$ cat src/rtl/wdt_pkg.sv
package wdt_pkg;
   localparam int unsigned BUS_W = 32;
   localparam int unsigned AW    = 3;
   localparam int unsigned NSLOT = 4;

   typedef enum logic [AW-1:0] {
      A_REV  = 3'd0,
      A_SYSC = 3'd1,
      A_CTRL = 3'd2,
      A_CNT  = 3'd3,
      A_LOAD = 3'd4,
      A_TRIG = 3'd5,
      A_KEY  = 3'd6,
      A_PEND = 3'd7
   } reg_addr_e;

   // posted slots: 0 control, 1 load, 2 trigger, 3 key
   localparam logic [AW-1:0] SLOT_ADDR [NSLOT] = '{3'd2, 3'd4, 3'd5, 3'd6};
   localparam int unsigned   SLOT_PBIT [NSLOT] = '{0, 2, 3, 4};

   localparam logic [15:0] KEY_ARM_1  = 16'hBBBB;
   localparam logic [15:0] KEY_ARM_2  = 16'h4444;
   localparam logic [15:0] KEY_SAFE_1 = 16'hAAAA;
   localparam logic [15:0] KEY_SAFE_2 = 16'h5555;

   typedef enum logic [1:0] {KS_IDLE, KS_ARM, KS_SAFE} key_st_e;
endpackage

$ cat src/rtl/wdt_post_slot.sv
module wdt_post_slot #(
   parameter int unsigned DW         = 32,
   parameter int unsigned PEND_TICKS = 2
) (
   input  logic          clk,
   input  logic          rst_n,
   input  logic          tick,
   input  logic          wr,
   input  logic [DW-1:0] wdata,
   output logic          busy,
   output logic          commit,
   output logic [DW-1:0] data
);
   localparam int unsigned CW = $clog2(PEND_TICKS + 1);

   logic [CW-1:0] left_q;

   always_ff @(posedge clk or negedge rst_n) begin
      if (!rst_n) begin
         busy   <= 1'b0;
         commit <= 1'b0;
         left_q <= '0;
         data   <= '0;
      end else begin
         commit <= 1'b0;
         if (wr) begin
            data   <= wdata;
            busy   <= 1'b1;
            left_q <= CW'(PEND_TICKS);
         end else if (tick && busy) begin
            if (left_q == CW'(1)) begin
               busy   <= 1'b0;
               commit <= 1'b1;
               left_q <= '0;
            end else begin
               left_q <= left_q - CW'(1);
            end
         end
      end
   end
endmodule

$ cat src/rtl/wdt_key_seq.sv
module wdt_key_seq
   import wdt_pkg::*;
#(
   parameter bit START_ON = 1'b0
) (
   input  logic        clk,
   input  logic        rst_n,
   input  logic        commit,
   input  logic [15:0] key,
   output logic        run
);
   key_st_e st_q;

   always_ff @(posedge clk or negedge rst_n) begin
      if (!rst_n) begin
         st_q <= KS_IDLE;
         run  <= START_ON;
      end else if (commit) begin
         unique case (st_q)
            KS_IDLE: begin
               if (key == KEY_ARM_1)       st_q <= KS_ARM;
               else if (key == KEY_SAFE_1) st_q <= KS_SAFE;
               else                        st_q <= KS_IDLE;
            end
            KS_ARM: begin
               if (key == KEY_ARM_2) run <= 1'b1;
               st_q <= KS_IDLE;
            end
            KS_SAFE: begin
               if (key == KEY_SAFE_2) run <= 1'b0;
               st_q <= KS_IDLE;
            end
            default: st_q <= KS_IDLE;
         endcase
      end
   end
endmodule

$ cat src/rtl/wdt_count.sv
module wdt_count #(
   parameter int unsigned CNT_W        = 32,
   parameter int unsigned PTV_W        = 3,
   parameter bit          HAS_PRESCALE = 1'b1,
   parameter logic [CNT_W-1:0] LOAD_INIT = '0
) (
   input  logic             clk,
   input  logic             rst_n,
   input  logic             tick,
   input  logic             pre_en,
   input  logic [PTV_W-1:0] ptv,
   input  logic             pre_clr,
   input  logic             reload,
   input  logic [CNT_W-1:0] load_val,
   input  logic             run,
   output logic [CNT_W-1:0] cnt,
   output logic             wdt_rst
);
   localparam int unsigned PRE_W = (1 << PTV_W) - 1;

   logic advance;

   generate
      if (HAS_PRESCALE) begin : g_pre
         logic [PRE_W-1:0] pre_q;
         logic [PRE_W-1:0] limit;
         assign limit   = (PRE_W'(1) << ptv) - PRE_W'(1);
         assign advance = tick && (!pre_en || pre_q == limit);
         always_ff @(posedge clk or negedge rst_n) begin
            if (!rst_n)                        pre_q <= '0;
            else if (pre_clr || reload || !pre_en) pre_q <= '0;
            else if (tick)                     pre_q <= (pre_q == limit) ? '0 : pre_q + PRE_W'(1);
         end
      end else begin : g_nopre
         assign advance = tick;
      end
   endgenerate

   always_ff @(posedge clk or negedge rst_n) begin
      if (!rst_n) begin
         cnt     <= LOAD_INIT;
         wdt_rst <= 1'b0;
      end else begin
         wdt_rst <= 1'b0;
         if (reload) begin
            cnt <= load_val;
         end else if (advance) begin
            if (&cnt) begin
               cnt     <= load_val;
               wdt_rst <= run;
            end else begin
               cnt <= cnt + CNT_W'(1);
            end
         end
      end
   end
endmodule

$ cat src/rtl/wdt_keyed.sv
module wdt_keyed
   import wdt_pkg::*;
#(
   parameter int unsigned      CNT_W        = 32,
   parameter int unsigned      PEND_TICKS   = 2,
   parameter logic [7:0]       REV          = 8'h21,
   parameter bit               START_ON     = 1'b0,
   parameter bit               HAS_PRESCALE = 1'b1,
   parameter logic [CNT_W-1:0] LOAD_INIT    = '0
) (
   input  logic        clk,
   input  logic        rst_n,
   input  logic        tick_i,
   input  logic        wr_en_i,
   input  logic [2:0]  addr_i,
   input  logic [31:0] wdata_i,
   output logic [31:0] rdata_o,
   output logic        wdt_rst_o
);
   localparam int unsigned PTV_W = 3;

   generate
      if (CNT_W < 8 || CNT_W > BUS_W) begin : g_bad_w
         $error("CNT_W must lie in 8..32");
      end
      if (PEND_TICKS < 1) begin : g_bad_p
         $error("PEND_TICKS must be at least 1");
      end
   endgenerate

   logic [NSLOT-1:0] busy_w, commit_w;
   logic [BUS_W-1:0] sdata_w [NSLOT];
   logic [4:0]       pend_w;

   generate
      for (genvar g = 0; g < NSLOT; g++) begin : g_slot
         wdt_post_slot #(.DW(BUS_W), .PEND_TICKS(PEND_TICKS)) slot_i (
            .clk   (clk),
            .rst_n (rst_n),
            .tick  (tick_i),
            .wr    (wr_en_i && addr_i == SLOT_ADDR[g]),
            .wdata (wdata_i),
            .busy  (busy_w[g]),
            .commit(commit_w[g]),
            .data  (sdata_w[g])
         );
      end
   endgenerate

   always_comb begin
      pend_w = '0;
      for (int i = 0; i < NSLOT; i++) pend_w[SLOT_PBIT[i]] = busy_w[i];
   end

   logic [5:0]       ctrl_q;
   logic [CNT_W-1:0] load_q;
   logic [BUS_W-1:0] last_trig_q;
   logic             sysc_q;
   logic             run_w;
   logic             trig_hit;
   logic [CNT_W-1:0] cnt_w;

   assign trig_hit = commit_w[2] && (sdata_w[2] != last_trig_q);

   always_ff @(posedge clk or negedge rst_n) begin
      if (!rst_n) begin
         ctrl_q      <= '0;
         load_q      <= LOAD_INIT;
         last_trig_q <= '0;
         sysc_q      <= 1'b0;
      end else begin
         if (commit_w[0]) ctrl_q <= sdata_w[0][5:0];
         if (commit_w[1]) load_q <= sdata_w[1][CNT_W-1:0];
         if (commit_w[2]) last_trig_q <= sdata_w[2];
         if (wr_en_i && addr_i == A_SYSC) sysc_q <= wdata_i[0];
      end
   end

   wdt_key_seq #(.START_ON(START_ON)) key_i (
      .clk   (clk),
      .rst_n (rst_n),
      .commit(commit_w[3]),
      .key   (sdata_w[3][15:0]),
      .run   (run_w)
   );

   wdt_count #(
      .CNT_W(CNT_W), .PTV_W(PTV_W), .HAS_PRESCALE(HAS_PRESCALE), .LOAD_INIT(LOAD_INIT)
   ) cnt_i (
      .clk     (clk),
      .rst_n   (rst_n),
      .tick    (tick_i),
      .pre_en  (ctrl_q[5]),
      .ptv     (ctrl_q[4:2]),
      .pre_clr (commit_w[0]),
      .reload  (trig_hit),
      .load_val(load_q),
      .run     (run_w),
      .cnt     (cnt_w),
      .wdt_rst (wdt_rst_o)
   );

   always_comb begin
      rdata_o = '0;
      unique case (addr_i)
         A_REV:  rdata_o = {24'd0, REV};
         A_SYSC: rdata_o = {31'd0, sysc_q};
         A_CTRL: rdata_o = {26'd0, ctrl_q};
         A_CNT:  rdata_o = BUS_W'(cnt_w);
         A_LOAD: rdata_o = BUS_W'(load_q);
         A_TRIG: rdata_o = last_trig_q;
         A_KEY:  rdata_o = {31'd0, run_w};
         A_PEND: rdata_o = {27'd0, pend_w};
         default: rdata_o = '0;
      endcase
   end
endmodule

$ cat config.mk
export PLATFORM = sky130hd
export DESIGN_NAME = wdt_keyed
export DESIGN_NICKNAME = d
export VERILOG_FILES = /design/src/rtl/wdt_pkg.sv /design/src/rtl/wdt_post_slot.sv /design/src/rtl/wdt_key_seq.sv /design/src/rtl/wdt_count.sv /design/src/rtl/wdt_keyed.sv
export SDC_FILE = /design/constraint.sdc
export NUM_CORES = 1
export LEC_CHECK = 0
export ABC_AREA = 1
export BUFFER_PORTS_ARGS = -buffer_cell sky130_fd_sc_hd__buf_4
export CAP_MARGIN = 20
export CORE_MARGIN = 2
export CORE_UTILIZATION = 60
export DETAILED_ROUTE_END_ITERATION = 16
export HOLD_SLACK_MARGIN = 0.02
export PLACE_DENSITY_LB_ADDON = 0.2
export SYNTH_ARGS = -nofsm -noshare
export SYNTH_HDL_FRONTEND = slang
export SYNTH_SLANG_ARGS = --single-unit
$ cat constraint.sdc
create_clock -name clk -period 3.25 [get_ports clk]
set_input_delay 0.325 -clock clk [delete_from_list [all_inputs] [get_ports clk]]
set_output_delay 0.325 -clock clk [all_outputs]
set_load 0.02 [all_outputs]
### Word-level counts from Yosys, hierarchy flattened

Index checks and enable logic that the tools add are counted.

| cells by class | value |
|---|---|
| add/sub/neg operators | 7 |
| eq/ne operators | 21 |
| shift-type cells | 1 |
| muxes and demuxes | 52 |
| reductions and logical operators | 34 |

Operators by type and width:

| cell | number |
|---|---|
| $pmux W32 S8 | 1 |
| $mux W32 | 3 |
| $add A32 B1 Y32 const B | 1 |
| $eq A16 B15 Y1 const B | 2 |
| $eq A16 B16 Y1 const B | 2 |
| $ne A32 B32 Y1 | 1 |
| $reduce_and A32 Y1 | 1 |
| $mux W2 | 15 |
| $mux W1 | 29 |
| $reduce_bool A2 Y1 | 11 |
| $mux W7 | 3 |
| $eq A3 B3 Y1 const B | 4 |
| $logic_and A1 B1 Y1 | 11 |
| $eq A2 B1 Y1 const B | 5 |
| $reduce_and A2 Y1 | 4 |
| $sub A2 B1 Y2 const B | 4 |
| $add A7 B1 Y7 const B | 1 |
| $eq A7 B7 Y1 | 1 |
| $shl A1 B3 Y7 const A | 1 |
| $sub A7 B2 Y7 const B | 1 |
| $eq A3 B2 Y1 const B | 2 |
| $ne A2 B1 Y1 const B | 2 |
| $reduce_and A4 Y1 | 1 |
| $eq A3 B1 Y1 const B | 1 |
| 6 further kinds | 8 |

| storage, ports and cells | value |
|---|---|
| bits in registers | 216 |
| input port bits | 39 |
| output and inout bits | 33 |
| word-level logic and storage cells | 140 |

### Logic depth before layout (Yosys ltp)

| depth | value |
|---|---|
| depth in word-level cells | 7 |
| depth in mapped cells | 18 |
| mapped depth without buffers | 16 |

### Modules after synthesis

A second synthesis with hierarchy kept.

| unflattened totals | value |
|---|---|
| cells, all modules | 1800 |
| area total of the unflattened synthesis | 13254.0 um^2 |

By module, submodules not included:

| module | times used | cells an instance | area an instance (um^2) | sequential area each (um^2) |
|---|---|---|---|---|
| wdt_post_slot | 4 | 155 | 1412.6 | 900.9 |
| wdt_keyed | 1 | 545 | 3940.0 | 1776.7 |
| wdt_count | 1 | 582 | 3360.7 | 1001.0 |
| wdt_key_seq | 1 | 53 | 302.8 | 75.1 |

### Least setup slack after synthesis

No wires, ideal clock.

| timing path | value |
|---|---|
| path kind | reg2reg |
| start point | reg ctrl_q[3] |
| end point | reg cnt_i.cnt[9] |
| setup time | 0.065 ns |
| arrival | 1.972 ns |
| required time | 3.185 ns |
| setup slack | 1.212 ns |
| stages on the path, launching flop included | 19 |
| buffers on the path | 2 |
| period minus slack after synthesis | 2.038 ns |
| path through | dfrtp_1 > buf_4 > nor2_4 > nand2_1 > ha_1 > inv_1 > nand2_1 > nand2_1 > nand2_1 > nand2_1 > nand2_1 > nor2_1 > nand3_2 > nand2_1 > nand2_2 > nand2_2 > buf_4 > nand2_1 > nand2_1 |

| between the ends | value |
|---|---|
| cells in the longest elaborated chain, start to end | 6 |

Ends and longest elaborated chain:

| element | line | text |
|---|---|---|
| from (decl) | wdt_keyed.sv:55 | `logic [5:0] ctrl_q;` |
| from (signal assigned) | wdt_keyed.sv:72 | `if (commit_w[0]) ctrl_q <= sdata_w[0][5:0];` |
| $shl A1 B3 Y7 | wdt_count.sv:27 | `assign limit = (PRE_W'(1) << ptv) - PRE_W'(1);` |
| $sub A7 B2 Y7 | wdt_count.sv:27 |  |
| $eq A7 B7 Y1 | wdt_count.sv:28 | `assign advance = tick && (!pre_en \|\| pre_q == limit);` |
| $logic_or A1 B1 Y1 | wdt_count.sv:28 |  |
| $logic_and A1 B1 Y1 | wdt_count.sv:28 |  |
| $reduce_bool A2 Y1 (no source line) | - |  |
| to (signal assigned) | wdt_count.sv:46 | `cnt <= load_val;` |
| to (signal assigned) | wdt_count.sv:49 | `cnt <= load_val;` |
| to (signal assigned) | wdt_count.sv:52 | `cnt <= cnt + CNT_W'(1);` |
| to (decl) | wdt_count.sv:16 | `output logic [CNT_W-1:0] cnt,` |

No other way between the ends.
A chain may end at the register's enable or synchronous reset.

### Final worst setup path

| timing path | value |
|---|---|
| start point | reg cnt_i.cnt[0] |
| end point | reg cnt_i.cnt[0] |

| between the ends | value |
|---|---|
| cells in the longest elaborated chain, start to end | 4 |
| elaborated cells on any way between the ends | 5 |
| classes of those cells | 1 x add/sub; 3 x mux; 1 x reduce/logical |

Ends and longest elaborated chain:

| element | line | text |
|---|---|---|
| $add A32 B1 Y32 or $reduce_and A32 Y1 (tied branches) | wdt_count.sv:52, wdt_count.sv:48 |  |
| $mux W32 (*) | wdt_count.sv:48 | `if (&cnt) begin` |
| $mux W32 (*) | wdt_count.sv:47 | `end else if (advance) begin` |
| $mux W32 (*) | wdt_count.sv:45 | `if (reload) begin` |

Mark *: on every way between the ends. The rest lies on a longest branch, timed or not. The select of a mux whose other input is x is not followed.

==> out/qor.csv <==
stage,metric,value,unit
global_route,GR Overflow Total,0,
clock_network,clk buf depth,3,
floorplanning,DIE HEIGHT,143,µm
final_layout,fin nets,1646,
floorplanning,Std-Cell Rows,50,
synthesis,mux contribution to synthesized area,0.194,%
detailed_routing,wire length per cell,16.8,µm
synthesis,post-synthesis compound-gate area fraction,11.0,%
worst_setup_path,most frequent cell on the critical path,nand2_1,
clock_network,Num CTS Buffers,23,
final_layout,cell area after layout,13100,µm²
worst_setup_path,FF-to-FF Start,cnt_i.cnt[0],
worst_setup_path,crit path max fanout,26,
synthesis,post-synthesis xor/xnor area fraction,3.32,%
floorplanning,Starting Density,61.7,%
worst_setup_path,R2R setup slack,550,ps
min_path,hold crit path type,input pin to register,
synthesis,register area share after synthesis,46.6,%
clock_network,CTS-repair resized insts,0,
global_route,gr usage total,31.7,%
floorplanning,die width,143,µm
synthesis,post-synthesis cell type count,42,
clock_network,clk_lat worst skew,530,ps
power,Pwr Density,754,nW/µm²
flow_run,MaxCap Viol Count,0,
global_route,initial antenna violation count,0,
power,P_leak,6.39,nW
final_layout,Diodes inserted,0,
detailed_routing,Antenna Nets Post-Route,0,
sta,Clock Skew,16.2,ps
clock_network,CTS tree,done,
global_route,vias in the first global route,9948,
synthesis,total nets after synthesis,1596,
worst_setup_path,"critical path, cell by cell",ha_1 > nand3_2 > inv_2 > nand2_2 > nor2_8 > nand2_4 > nand2_1 > o21ai_2 > nand2_1 > nand2_1 > nand2_1 > nand2_1,
clock_network,depth of the CTS H-tree,1,
sta,Fin. Hold Viols,0,
synthesis,Post-Synth Adder-Cell Area,1.08,%
sta,# setup viols final,0,
synthesis,main combinational cell family by area after synthesis,simple AND/OR/NAND/NOR gates,
placement,dpl hpwl,21900,µm
synthesis,Simple-Gate Fraction of Synth Area,29.1,%
sta,Pins Over Slew Limit,0,
floorplanning,Die ar.,20500,µm²
worst_setup_path,CP Class,register to register,
final_layout,Final Non-Filler Cells,1874,
final_layout,Area Overhead vs Synth,13.0,%
detailed_routing,final WL,31400,µm
synthesis,Synth Cell Area,11600,µm²
detailed_routing,residual DRC count,0,
synthesis,YS warnings,0,
detailed_routing,Starting DRT DRC Count,973,
worst_setup_path,R2R Path End,cnt_i.cnt[0],
sta,TNS Setup,0,ps
detailed_routing,via count,10482,
detailed_routing,vias per cell,5.59,
synthesis,synthesized flop and latch total,216,
sta,Slew HR,35.0,%
sta,Max Freq,371,MHz
global_route,first-pass GRT wire length,51300,µm
sta,Tcrit/Tclk final,82.9,%
clock_network,clock transition at the registers of the reported paths,60,ps
clock_network,clk sinks,216,
placement,number of port buffers,71,
clock_network,clock root buffer,clkbuf_16,
floorplanning,Core Box Area,18800,µm²
worst_setup_path,Worst setup startpoint,cnt_i.cnt[0],
worst_setup_path,critical path capture point type,register,
placement,GPL Wtd Cong,0.916,
placement,placed insts,1824,
sta,Worst-Margin Slew,976,ps
placement,placed cell area,12300,µm²
worst_setup_path,Worst setup SP type,register,
global_route,largest net degree at the start of global routing,82,
synthesis,Synth Area per Inst,7.51,µm²
power,Worst VDD drop,0.506,mV
worst_setup_path,Crit path required time,3660,ps
clock_network,postcts setup bufs,0,
worst_setup_path,crit path DAT,3100,ps
worst_setup_path,critical-path cell with the highest stage delay,dfrtp_1,
floorplanning,IO Pins,72,
run_status,status,"complete, no violations",
detailed_routing,1st-pass router iterations,6,
sta,RSZ-0062 raised after global routing,false,
synthesis,Syn Inst Count,1547,
sta,min cycle time layout,2700,ps
final_layout,share of cells above drive strength 1,11.2,%
worst_setup_path,FF-to-FF path depth,12,
worst_setup_path,"slowest stage delay, CP",520,ps
worst_setup_path,crit path to,cnt_i.cnt[0],
## area by class of cell
type,instances,area [µm²]
Fill cell,1556,5710
Sequential cell,216,5410
Multi-Input combinational cell,1081,5190
Timing Repair Buffer,94,746
Inverter,181,679
Clock buffer,30,642
Tap cell,260,325
Clock inverter,12,128
## cell usage after synthesis, drive strengths merged
cell | n | area [µm²]
o32ai | 2 | 17.5
ha | 10 | 125
o21ai | 169 | 868
o21bai | 1 | 11.3
mux2 | 2 | 22.5
nor3b | 1 | 7.51
xor2 | 14 | 123
nand3 | 129 | 656
xnor2 | 30 | 263
a21oi | 12 | 60.1
nand3b | 3 | 22.5
o221ai | 30 | 263
dfrtp | 216 | 5410
o2111ai | 2 | 17.5
o21a | 1 | 7.51
o22ai | 2 | 12.5
or2 | 3 | 18.8
nor4 | 3 | 18.8
o211ai | 1 | 7.51
nor2 | 78 | 334
clkbuf | 45 | 169
a221oi | 1 | 8.76
a22oi | 1 | 7.51
nor3 | 21 | 148
and2 | 1 | 6.26
inv | 181 | 679
nand2 | 553 | 2100
nand4 | 11 | 68.8
buf | 24 | 168
## cells by family after synthesis
| logic type | after synthesis |
|---|---|
| XOR/XNOR | 44 |
| buffers and inverters | 250 |
| flip-flops | 216 |
| multiplexers | 2 |
| AND/OR/NAND/NOR | 803 |
| adder cells (fa/ha/maj) | 10 |
| AO/OA/AOI/OAI | 222 |
## registers in the layout, indices dropped and copies added (netlist names)
name                  count
g_slot.slot_i.busy        4
last_trig_q              32
ctrl_q                    6
cnt_i.wdt_rst             1
key_i.st_q                2
g_slot.slot_i.data       86
g_slot.slot_i.left_q      8
cnt_i.cnt                32
sysc_q                    1
cnt_i.g_pre.pre_q         7
g_slot.slot_i.commit      4
load_q                   32
key_i.run                 1
## per-layer routing
layer	global-route usage [%]	share of wire (%)	up-vias
li1	-	-	5054
met1	47.6	46	4971
met2	47.8	45	411
met3	6.00	8.0	46
met4	7.56	1.8	0
met5	0	0	-
## report_power, final
| part | total [mW] | switching, mW | leakage (nW) | internal (mW) |
|---|---|---|---|---|
| Clock | 2.68 | 1.11 | 0.385 | 1.56 |
| Combinational | 2.92 | 1.82 | 3.23 | 1.11 |
| Sequential | 4.30 | 0.825 | 2.78 | 3.47 |
## layout by cell type (no fill, tap or decap), types with 4 or more instances in the layout
master | synthesis | final
nand2_1 | 547 | 547
dfrtp_1 | 216 | 214
inv_1 | 162 | 162
o21ai_0 | 136 | 136
nand3_1 | 127 | 127
buf_4 | 9 | 84
nor2_1 | 71 | 71
o221ai_1 | 30 | 30
xnor2_1 | 30 | 30
o21ai_1 | 27 | 27
clkbuf_16 | 0 | 23
inv_2 | 19 | 19
nor3_1 | 15 | 14
xor2_1 | 14 | 14
a21oi_1 | 12 | 12
nand4_1 | 11 | 11
ha_1 | 10 | 10
clkinv_2 | 0 | 8
dlygate4sd3_1 | 0 | 8
o21ai_2 | 6 | 6
nor3_2 | 4 | 5
nand2_2 | 5 | 5
nor2_2 | 4 | 4
clkbuf_8 | 0 | 4
## worst max-delay path, delay by kind of cell (launching register included)
family | cells | cell delay [ps]
compound gates | 1 | 70
simple gates | 9 | 1490
flops | 1 | 520
buf+inv | 1 | 120
fa+ha+maj | 1 | 370
## stage by stage
step	utilization (%)	setup WS, ps	total power, mW	hold slack [ps]
floorplan	-	1210	6.24	29.4
global placement	65.2	702	7.05	358
detailed placement	65.2	618	7.18	358
CTS	69.7	601	9.88	22.8
global route	69.7	353	10.6	41.3
finish	69.7	555	9.90	31.2
## timing repair
| item | CTS | global route |
|---|---|---|
| hold endpoints to repair | 85 | 0 |
| endpoints found under the setup margin | 0 | 0 |
| hold buffers | 8 | 0 |
## how the worst min path moves through the flow
stage                     start                    endpoint  slack (ps)  depth (start not counted)
floorplan                 rst_n                cnt_i.cnt[0]          30                          0
global placement          rst_n  g_slot[3].slot_i.left_q[1]         360                          1
detailed placement        rst_n    g_slot[3].slot_i.data[2]         360                          1
CTS                 wdata_i[29]   g_slot[1].slot_i.data[29]          20                          3
global route        wdata_i[29]   g_slot[1].slot_i.data[29]          40                          3
finish              wdata_i[29]   g_slot[1].slot_i.data[29]          30                          3
No activity file was read; power rests on OpenSTA's default activity.
